--- src/rtl/pp_pkg.sv ---
package pp_pkg;
  typedef struct packed {
    logic ana;
    logic dig;
    logic mode;
    logic start;
    logic stop;
  } pp_req_t;
  localparam int REQ_W = $bits(pp_req_t);
endpackage

--- src/rtl/pp_sync.sv ---
module pp_sync #(
  parameter int WIDTH  = 1,
  parameter int STAGES = 2
) (
  input  logic             clk,
  input  logic             rst,
  input  logic [WIDTH-1:0] d,
  output logic [WIDTH-1:0] q
);
  logic [WIDTH-1:0] stage [STAGES];

  generate
    for (genvar i = 0; i < STAGES; i++) begin : g_stage
      if (i == 0) begin : g_first
        always_ff @(posedge clk) begin
          if (rst) stage[i] <= '0;
          else     stage[i] <= d;
        end
      end else begin : g_next
        always_ff @(posedge clk) begin
          if (rst) stage[i] <= '0;
          else     stage[i] <= stage[i-1];
        end
      end
    end
  endgenerate

  assign q = stage[STAGES-1];
endmodule

--- src/rtl/pp_window.sv ---
module pp_window
  import pp_pkg::*;
(
  input  logic    clk,
  input  logic    rst,
  input  pp_req_t req_s,
  output logic    win,
  output logic    trig_en
);
  always_ff @(posedge clk) begin
    if (rst) begin
      win     <= 1'b0;
      trig_en <= 1'b0;
    end else begin
      trig_en <= req_s.ana;
      if (!req_s.mode)     win <= req_s.dig;
      else if (req_s.stop) win <= 1'b0;
      else if (req_s.start) win <= 1'b1;
    end
  end
endmodule

--- src/rtl/pp_clkgate.sv ---
module pp_clkgate (
  input  logic clk,
  input  logic rst,
  input  logic win,
  output logic gate_en,
  output logic gclk
);
  // Enable moves only on the falling edge, while clk is low.
  always_ff @(negedge clk) begin
    if (rst) gate_en <= 1'b0;
    else     gate_en <= win;
  end

  assign gclk = clk & gate_en;
endmodule

--- src/rtl/pp_clk_ctrl.sv ---
module pp_clk_ctrl
  import pp_pkg::*;
#(
  parameter int SYNC_STAGES = 2
) (
  input  logic clk,
  input  logic rst,
  input  logic pwr_a_req,
  input  logic pwr_d_req,
  input  logic mode_readout,
  input  logic start_readout,
  input  logic end_readout,
  output logic gclk,
  output logic wake,
  output logic rx_trig_en,
  output logic rx_bias_en
);
  pp_req_t req_raw, req_s;
  logic    win;
  logic    gate_en;

  always_comb begin
    req_raw.ana   = pwr_a_req;
    req_raw.dig   = pwr_d_req;
    req_raw.mode  = mode_readout;
    req_raw.start = start_readout;
    req_raw.stop  = end_readout;
  end

  pp_sync #(.WIDTH(REQ_W), .STAGES(SYNC_STAGES)) u_sync (
    .clk (clk),
    .rst (rst),
    .d   (req_raw),
    .q   (req_s)
  );

  pp_window u_win (
    .clk     (clk),
    .rst     (rst),
    .req_s   (req_s),
    .win     (win),
    .trig_en (rx_trig_en)
  );

  pp_clkgate u_gate (
    .clk     (clk),
    .rst     (rst),
    .win     (win),
    .gate_en (gate_en),
    .gclk    (gclk)
  );

  assign rx_bias_en = win;
  assign wake = pwr_d_req | (mode_readout & start_readout) | win;
endmodule

--- config.mk ---
export PLATFORM = sky130hd
export DESIGN_NAME = pp_clk_ctrl
export DESIGN_NICKNAME = d
export VERILOG_FILES = /design/src/rtl/pp_pkg.sv /design/src/rtl/pp_sync.sv /design/src/rtl/pp_window.sv /design/src/rtl/pp_clkgate.sv /design/src/rtl/pp_clk_ctrl.sv
export SDC_FILE = /design/constraint.sdc
export NUM_CORES = 1
export LEC_CHECK = 0
export BUFFER_PORTS_ARGS = -buffer_cell sky130_fd_sc_hd__buf_2
export CAP_MARGIN = 15
export CELL_PAD_IN_SITES_DETAIL_PLACEMENT = 1
export CELL_PAD_IN_SITES_GLOBAL_PLACEMENT = 1
export CORE_AREA = 2 2 39 41
export CTS_CLUSTER_DIAMETER = 120
export DETAILED_ROUTE_END_ITERATION = 8
export DIE_AREA = 0 0 41 43
export PLACE_DENSITY_LB_ADDON = 0.1
export SYNTH_ARGS = -nofsm -noshare
export SYNTH_HDL_FRONTEND = slang
export SYNTH_HIERARCHICAL = 1
export SYNTH_SLANG_ARGS = --single-unit
--- constraint.sdc ---
create_clock -name clk -period 1.4 [get_ports clk]
set_input_delay 0.14 -clock clk [delete_from_list [all_inputs] [get_ports clk]]
set_output_delay 0.14 -clock clk [all_outputs]
set_load 0.01 [all_outputs]
; Word-level counts from Yosys, hierarchy flattened
; Memories as Yosys holds them, arrays and structs flattened.
; Cells that the tools add are included.
[op_classes]
bitwise_logic = 6
muxes = 8
n_eq_ne = 1
[op_table]
columns = operator, n
row1 = $mux W5, 2
row2 = $mux W1, 6
row3 = $or A1 B1 Y1, 4
row4 = $ne A3 B3 Y1 const B, 1
row5 = $and A1 B1 Y1, 2
[word_totals]
n_memories = 1
ram_bits = 10
regBits = 3
[mem_list]
columns = memory, words, word_bits, read_ports, rd_clocked_by_memory_dff, write_ports, line_no
row1 = u_sync.stage, 2, 5, 2, 0, 2, pp_sync.sv:10  ; logic [WIDTH-1:0] stage [STAGES];

; Depth between registers and ports, before layout
; Gate-level depths: netlist of the first run.
[logic_depth]
word_depth = 3
depth_mapped = 3
mapped_depth_nobuf = 3

; By module
; Netlist of the first run, hierarchy kept.
[modules_own_cells]
columns = mod, cells_per_inst, area_each_um2, instances
row1 = pp_sync, 20, 262.8, 1
row2 = pp_window, 7, 80.1, 1
row3 = pp_clkgate, 4, 38.8, 1
row4 = pp_clk_ctrl, 1, 8.8, 1

==> impl_metrics.toml, run 1 <==
[layout]
diodes = 0
mostFrequentLayoutCells = "dfxtp_1 (12), nor2b_1 (11), buf_2 (9)"
n_fill_cell = 164
stdcell_count = 71
drive_above_1_share = 0.400
area_delta_synth_final_pct = 47.8
fin_nets = 63
multi_input_area_um2 = 125
layout_commonest_cell = "dfxtp_1"
regArea_um2 = 262

[grt]
grt.total_usage = 0.134
grt_max_degree = 13
grt_overflow_total = 0
antenna_found_initial = 0
grt_pass1_vias = 330
grt_pass1_wl_um = 1280

[outcome]
violations = "setup timing"
status = "finished with violations"

[critical_path]
slowest_delay_ps = 310
crit_slowest_cell = "dfxtp_2"
critPathRequiredTime_ps = 1260
end_kind = "output port"
critPathArrivalTime_ps = 1690
crit_type = "reg -> out"
cp-start-kind = "flip-flop"
worstPathCellList = "and2_4, buf_6"
path_max_fanout = 1

[synth]
yosys_warnings = 6
synth_seq_cells = 13
synthCells = 32
syn_area_um2 = 390
synth.mux.area_fraction = 0
seq_area_frac_synth = 0.667
synthDistinctLibCells = 9
synth-compound-area-share = 0.0641
synthAdderAreaFrac = 0
synth_top_family_by_area = "simple AND/OR/NAND/NOR gates"
synthSimpleGateAreaFrac = 0.250
synth_xor_area_frac = 0
syn_avg_cell_area_um2 = 12.2
syn-num-nets = 39

[timing]
final-setup-viol-count = 2
setup_ws_ps = -435
hold_viol_final = 0
max_slew_margin = 0.847
worst_pin_slew_ps = 228
fin_skew_ps = 75.1
rsz0062_at_grt = "yes"
drv_slew = 0

[place]
dp.cells = 59
gp_congestion = 0.673
portBuffers = 10

[hold_path]
worstHoldPathType = "in -> reg"

[clocking]
clk_pin_slew_ps = 70
cts_setup_buffers = 0
clk_latency_ps = 450
tritoncts = "yes"

[power_and_ir_drop]
switching_share = 0.216
pwr-share-comb = 0.061
p_int_mw = 0.628
powerDensity_mw_per_mm2 = 1390
seqPwrFrac = 0.487
switchingPower_mw = 0.173
clkPwrFrac = 0.452
finalPower_mw = 0.801
p_leak_nw = 0.254
peakVddDrop_mv = 0.533

[floorplan]
die_x_um = 41
ios = 11
core-area_mm2 = 0.00138
initial_core_util = 0.282
die_h_um = 43
die_area_mm2 = 0.00176
rows = 14

[drt]
routed_wirelength_um = 732
vias_per_cell = 4.14
wl_per_cell_um = 10.3
first_pass_iters = 4
initialDrtViolationCount = 1
postRouteAntennaNets = 0
drc = 0
vias = 294

[flow_run]
drv_cap = 0
## sequential cells by signal, indices dropped and copies added, names as in the netlist
| signal | flops |
|---|---|
| u_gate/gate_en | 1 |
| u_sync/stage | 10 |
| u_win/trig_en | 1 |
| u_win/win | 1 |
## power groups by stage
stage	logic [mW]	registers (mW)	clock network, mW
2_1_floorplan	0.0166	0.398	0.0105
3_3_place_gp	0.0381	0.398	0.0115
3_5_place_dp	0.0390	0.399	0.0115
4_1_cts	0.0477	0.390	0.375
5_1_grt	0.0556	0.392	0.412
6_report	0.0487	0.390	0.362
## cells by family (layout without fill, tap and decap cells)
group                  Yosys count  after routing
AOI/OAI and AO/OA                3              3
and+or+nand+nor                 14             14
buffers and inverters            2             25
DFF                             13             13
## worst max-delay path: cells and delay by family (launching register included)
kind / cells / cell delay [ps]
buf+inv: 1 / 110
flops: 1 / 310
simple gates: 1 / 130
## cells in the mapped netlist (all sizes together)
master	instances	area [µm²]
a211o	1	8.76
a21oi	1	8.76
and2	1	6.26
dfxtp	13	260
inv	2	7.51
nand2b	1	13.8
nor2b	12	77.6
o211ai	1	7.51
## worst paths after layout
check                                     endpoint  slack (ps)  cells past startpoint               start
worst max-delay path                          gclk        -430                      2      u_gate/gate_en
worst min-delay path                     u_win/win         120                      3                 rst
worst max register to register      u_gate/gate_en         150                      1           u_win/win
worst min register to register  u_sync/stage[1][4]         440                      1  u_sync/stage[0][4]
## timing repair
item / 4_1_cts / 5_1_grt
resized for setup: 3 / 0
hold buffers: 4 / 1
endpoints found under the hold margin: 4 / 1
setup endpoints to repair: 2 / 2
## layout make-up
type | instances | area share
Multi-Input combinational cell | 17 | 0.217
Sequential cell | 13 | 0.453
Clock buffer | 8 | 0.104
Clock inverter | 1 | 0.00651
Tap cell | 16 | 0.0347
Timing Repair Buffer | 15 | 0.178
Inverter | 1 | 0.00651
## per-stage QoR
step / utilization / setup TNS [ps] / setup slack (ps) / cell area [µm²] / hold WS (ps)
global route: 0.417 / -489 / -489 / 577 / 128
finish: 0.417 / -435 / -435 / 577 / 122
floorplan: - / 0 / 107 / 390 / 202
global placement: 0.338 / 0 / 49.2 / 468 / 348
CTS: 0.410 / -452 / -452 / 567 / 9.54
detailed placement: 0.338 / 0 / 33.6 / 468 / 348
## per-layer routing
layer,part of all wire,GRT usage
met3,0.083,0.0995
met1,0.39,0.105
met5,0,0
met2,0.50,0.159
met4,0.026,0.207
(Power assumes the default switching activity.)
==> run 2: changes to the inputs <==
--- a/config.mk
+++ b/config.mk
@@ -5,7 +5,7 @@
 export SDC_FILE = /design/constraint.sdc
 export NUM_CORES = 1
 export LEC_CHECK = 0
-export BUFFER_PORTS_ARGS = -buffer_cell sky130_fd_sc_hd__buf_2
+export BUFFER_PORTS_ARGS = -buffer_cell sky130_fd_sc_hd__clkbuf_2
 export CAP_MARGIN = 15
 export CELL_PAD_IN_SITES_DETAIL_PLACEMENT = 1
 export CELL_PAD_IN_SITES_GLOBAL_PLACEMENT = 1
@@ -13,7 +13,9 @@
 export CTS_CLUSTER_DIAMETER = 120
 export DETAILED_ROUTE_END_ITERATION = 8
 export DIE_AREA = 0 0 41 43
+export GPL_ROUTABILITY_DRIVEN = 0
 export PLACE_DENSITY_LB_ADDON = 0.1
+export SKIP_LAST_GASP = 1
 export SYNTH_ARGS = -nofsm -noshare
 export SYNTH_HDL_FRONTEND = slang
 export SYNTH_HIERARCHICAL = 1
==> run 2 against run 1 <==
The flow still finishes with violations (setup timing). Critical path depth did not move. Utilization shrank 1.4 points. Sequential cell count unchanged. Sequential share of layout area grew 1.4 points. Clock skew decreased by 5.0 ps. Clock power decreased by 1%. Combinational power shrank 3%. Hold slack lost 120 ps. Global-route usage is 1.7 points lower. Design area down 3.5%. Total power is 0.72% lower. Critical endpoint unchanged. Largest cell class unchanged.
==> impl_metrics.toml, run 2 (synthesis results as in run 1) <==
[drt]
postRouteAntennaNets = 0
vias = 295
routed_wirelength_um = 686
drc = 0
initialDrtViolationCount = 2
first_pass_iters = 2
vias_per_cell = 4.21
wl_per_cell_um = 9.80

[timing]
rsz0062_at_grt = "yes"
drv_slew = 0
max_slew_margin = 0.874
final-setup-viol-count = 2
worst_pin_slew_ps = 188
tns_ps = -422
holdWs_ps = 4.09
setup_ws_ps = -422
hold_viol_final = 0
fin_skew_ps = 70.1

[power_and_ir_drop]
p_int_mw = 0.624
clkPwrFrac = 0.450
powerDensity_mw_per_mm2 = 1430
switchingPower_mw = 0.172
switching_share = 0.216
pwr-share-comb = 0.059
peakVddDrop_mv = 0.542
p_leak_nw = 0.247
seqPwrFrac = 0.491

[outcome]
violations = "setup timing"
status = "finished with violations"

[layout]
max_flop_register = "u_sync/stage"
fin_nets = 62
mostFrequentLayoutCells = "dfxtp_1 (13), nor2b_1 (11), clkbuf_2 (10)"
layout_commonest_cell = "dfxtp_1"
area_delta_synth_final_pct = 42.6
diodes = 0
drive_above_1_share = 0.370
stdcell_count = 70
largest_reg_flops = 10

[floorplan]
die_h_um = 43
initial_core_util = 0.282
ios = 11
core-area_mm2 = 0.00138
die_area_mm2 = 0.00176
die_x_um = 41
rows = 14

[grt]
antenna_found_initial = 0
grt_overflow_total = 0
grt_pass1_wl_um = 1240
grt.total_usage = 0.117
grt_pass1_vias = 325
grt_max_degree = 13

[critical_path]
critPathArrivalTime_ps = 1680
cp-start-kind = "flip-flop"
end_kind = "output port"
critPathRequiredTime_ps = 1260
path_max_fanout = 1
crit_type = "reg -> out"

[clocking]
tritoncts = "yes"
clk_pin_slew_ps = 70
cts_setup_buffers = 0
clk_latency_ps = 450

[hold_path]
worstHoldPathType = "in -> reg"

[place]
dp.cells = 59
portBuffers = 10

[flow_run]
drv_cap = 0
## run 2: changes by cell type in the layout (fill, tap and decap cells not counted)
cell           change
dfxtp_1            +1
buf_2              -9
clkbuf_2          +10
buf_6              -1
and2_4             -1
dfxtp_2            -1
and2_1             +1
dlygate4sd3_1      -1
## run 2: per-layer routing
layer  share of wire  routed length (µm)  GRT usage
met4           0.028                  19      0.127
met2            0.46                 313      0.131
met3           0.089                  61     0.0890
met1            0.43                 292      0.125
met5               0                   0          0
## run 2: stage by stage
step	util	setup WS [ps]	instance area (µm²)	power, mW
3_3_place_gp	0.338	57.5	468	0.448
6_report	0.402	-422	557	0.796
5_1_grt	0.402	-482	557	0.852
3_5_place_dp	0.338	55.2	468	0.450
4_1_cts	0.402	-439	557	0.813
2_1_floorplan	-	107	390	0.425
## run 2: worst max-delay path, stage by stage, from the launching register on
cell and delay [ps]:
dfxtp_1 290, and2_1 120, clkbuf_2 130
## run 2: area by class of cell
| cell class | instances | area [µm²] |
|---|---|---|
| Timing Repair Buffer | 14 | 92.6 |
| Tap cell | 16 | 20.0 |
| Clock buffer | 8 | 53.8 |
| Sequential cell | 13 | 260 |
| Multi-Input combinational cell | 17 | 123 |
| Inverter | 1 | 3.75 |
| Clock inverter | 1 | 3.75 |
| Fill cell | 167 | 827 |
## run 2: final timing paths
| path | startpoint | to | slack (ps) | depth (start not counted) |
|---|---|---|---|---|
| min | pwr_d_req | u_sync/stage[0][3] | 4 | 2 |
| max reg2reg | u_win/win | u_gate/gate_en | 160 | 1 |
| min reg2reg | u_sync/stage[1][4] | u_win/trig_en | 440 | 1 |
| max | u_gate/gate_en | gclk | -420 | 2 |
## run 2: repair_timing
item                                    4_1_cts  5_1_grt
gates resized for setup                       0        0
hold endpoints to repair                      4        0
gates cloned                                  0        0
endpoints found under the setup margin        2        2
hold buffers                                  4        0
pin swaps                                     0        0
## run 2: power by group through the flow
stage | registers [mW] | clock network (mW) | logic (mW)
after detailed placement | 0.399 | 0.0115 | 0.0390
after CTS | 0.391 | 0.375 | 0.0476
after floorplan | 0.398 | 0.0105 | 0.0166
after global placement | 0.398 | 0.0115 | 0.0384
final | 0.390 | 0.358 | 0.0471
after global routing | 0.392 | 0.407 | 0.0533
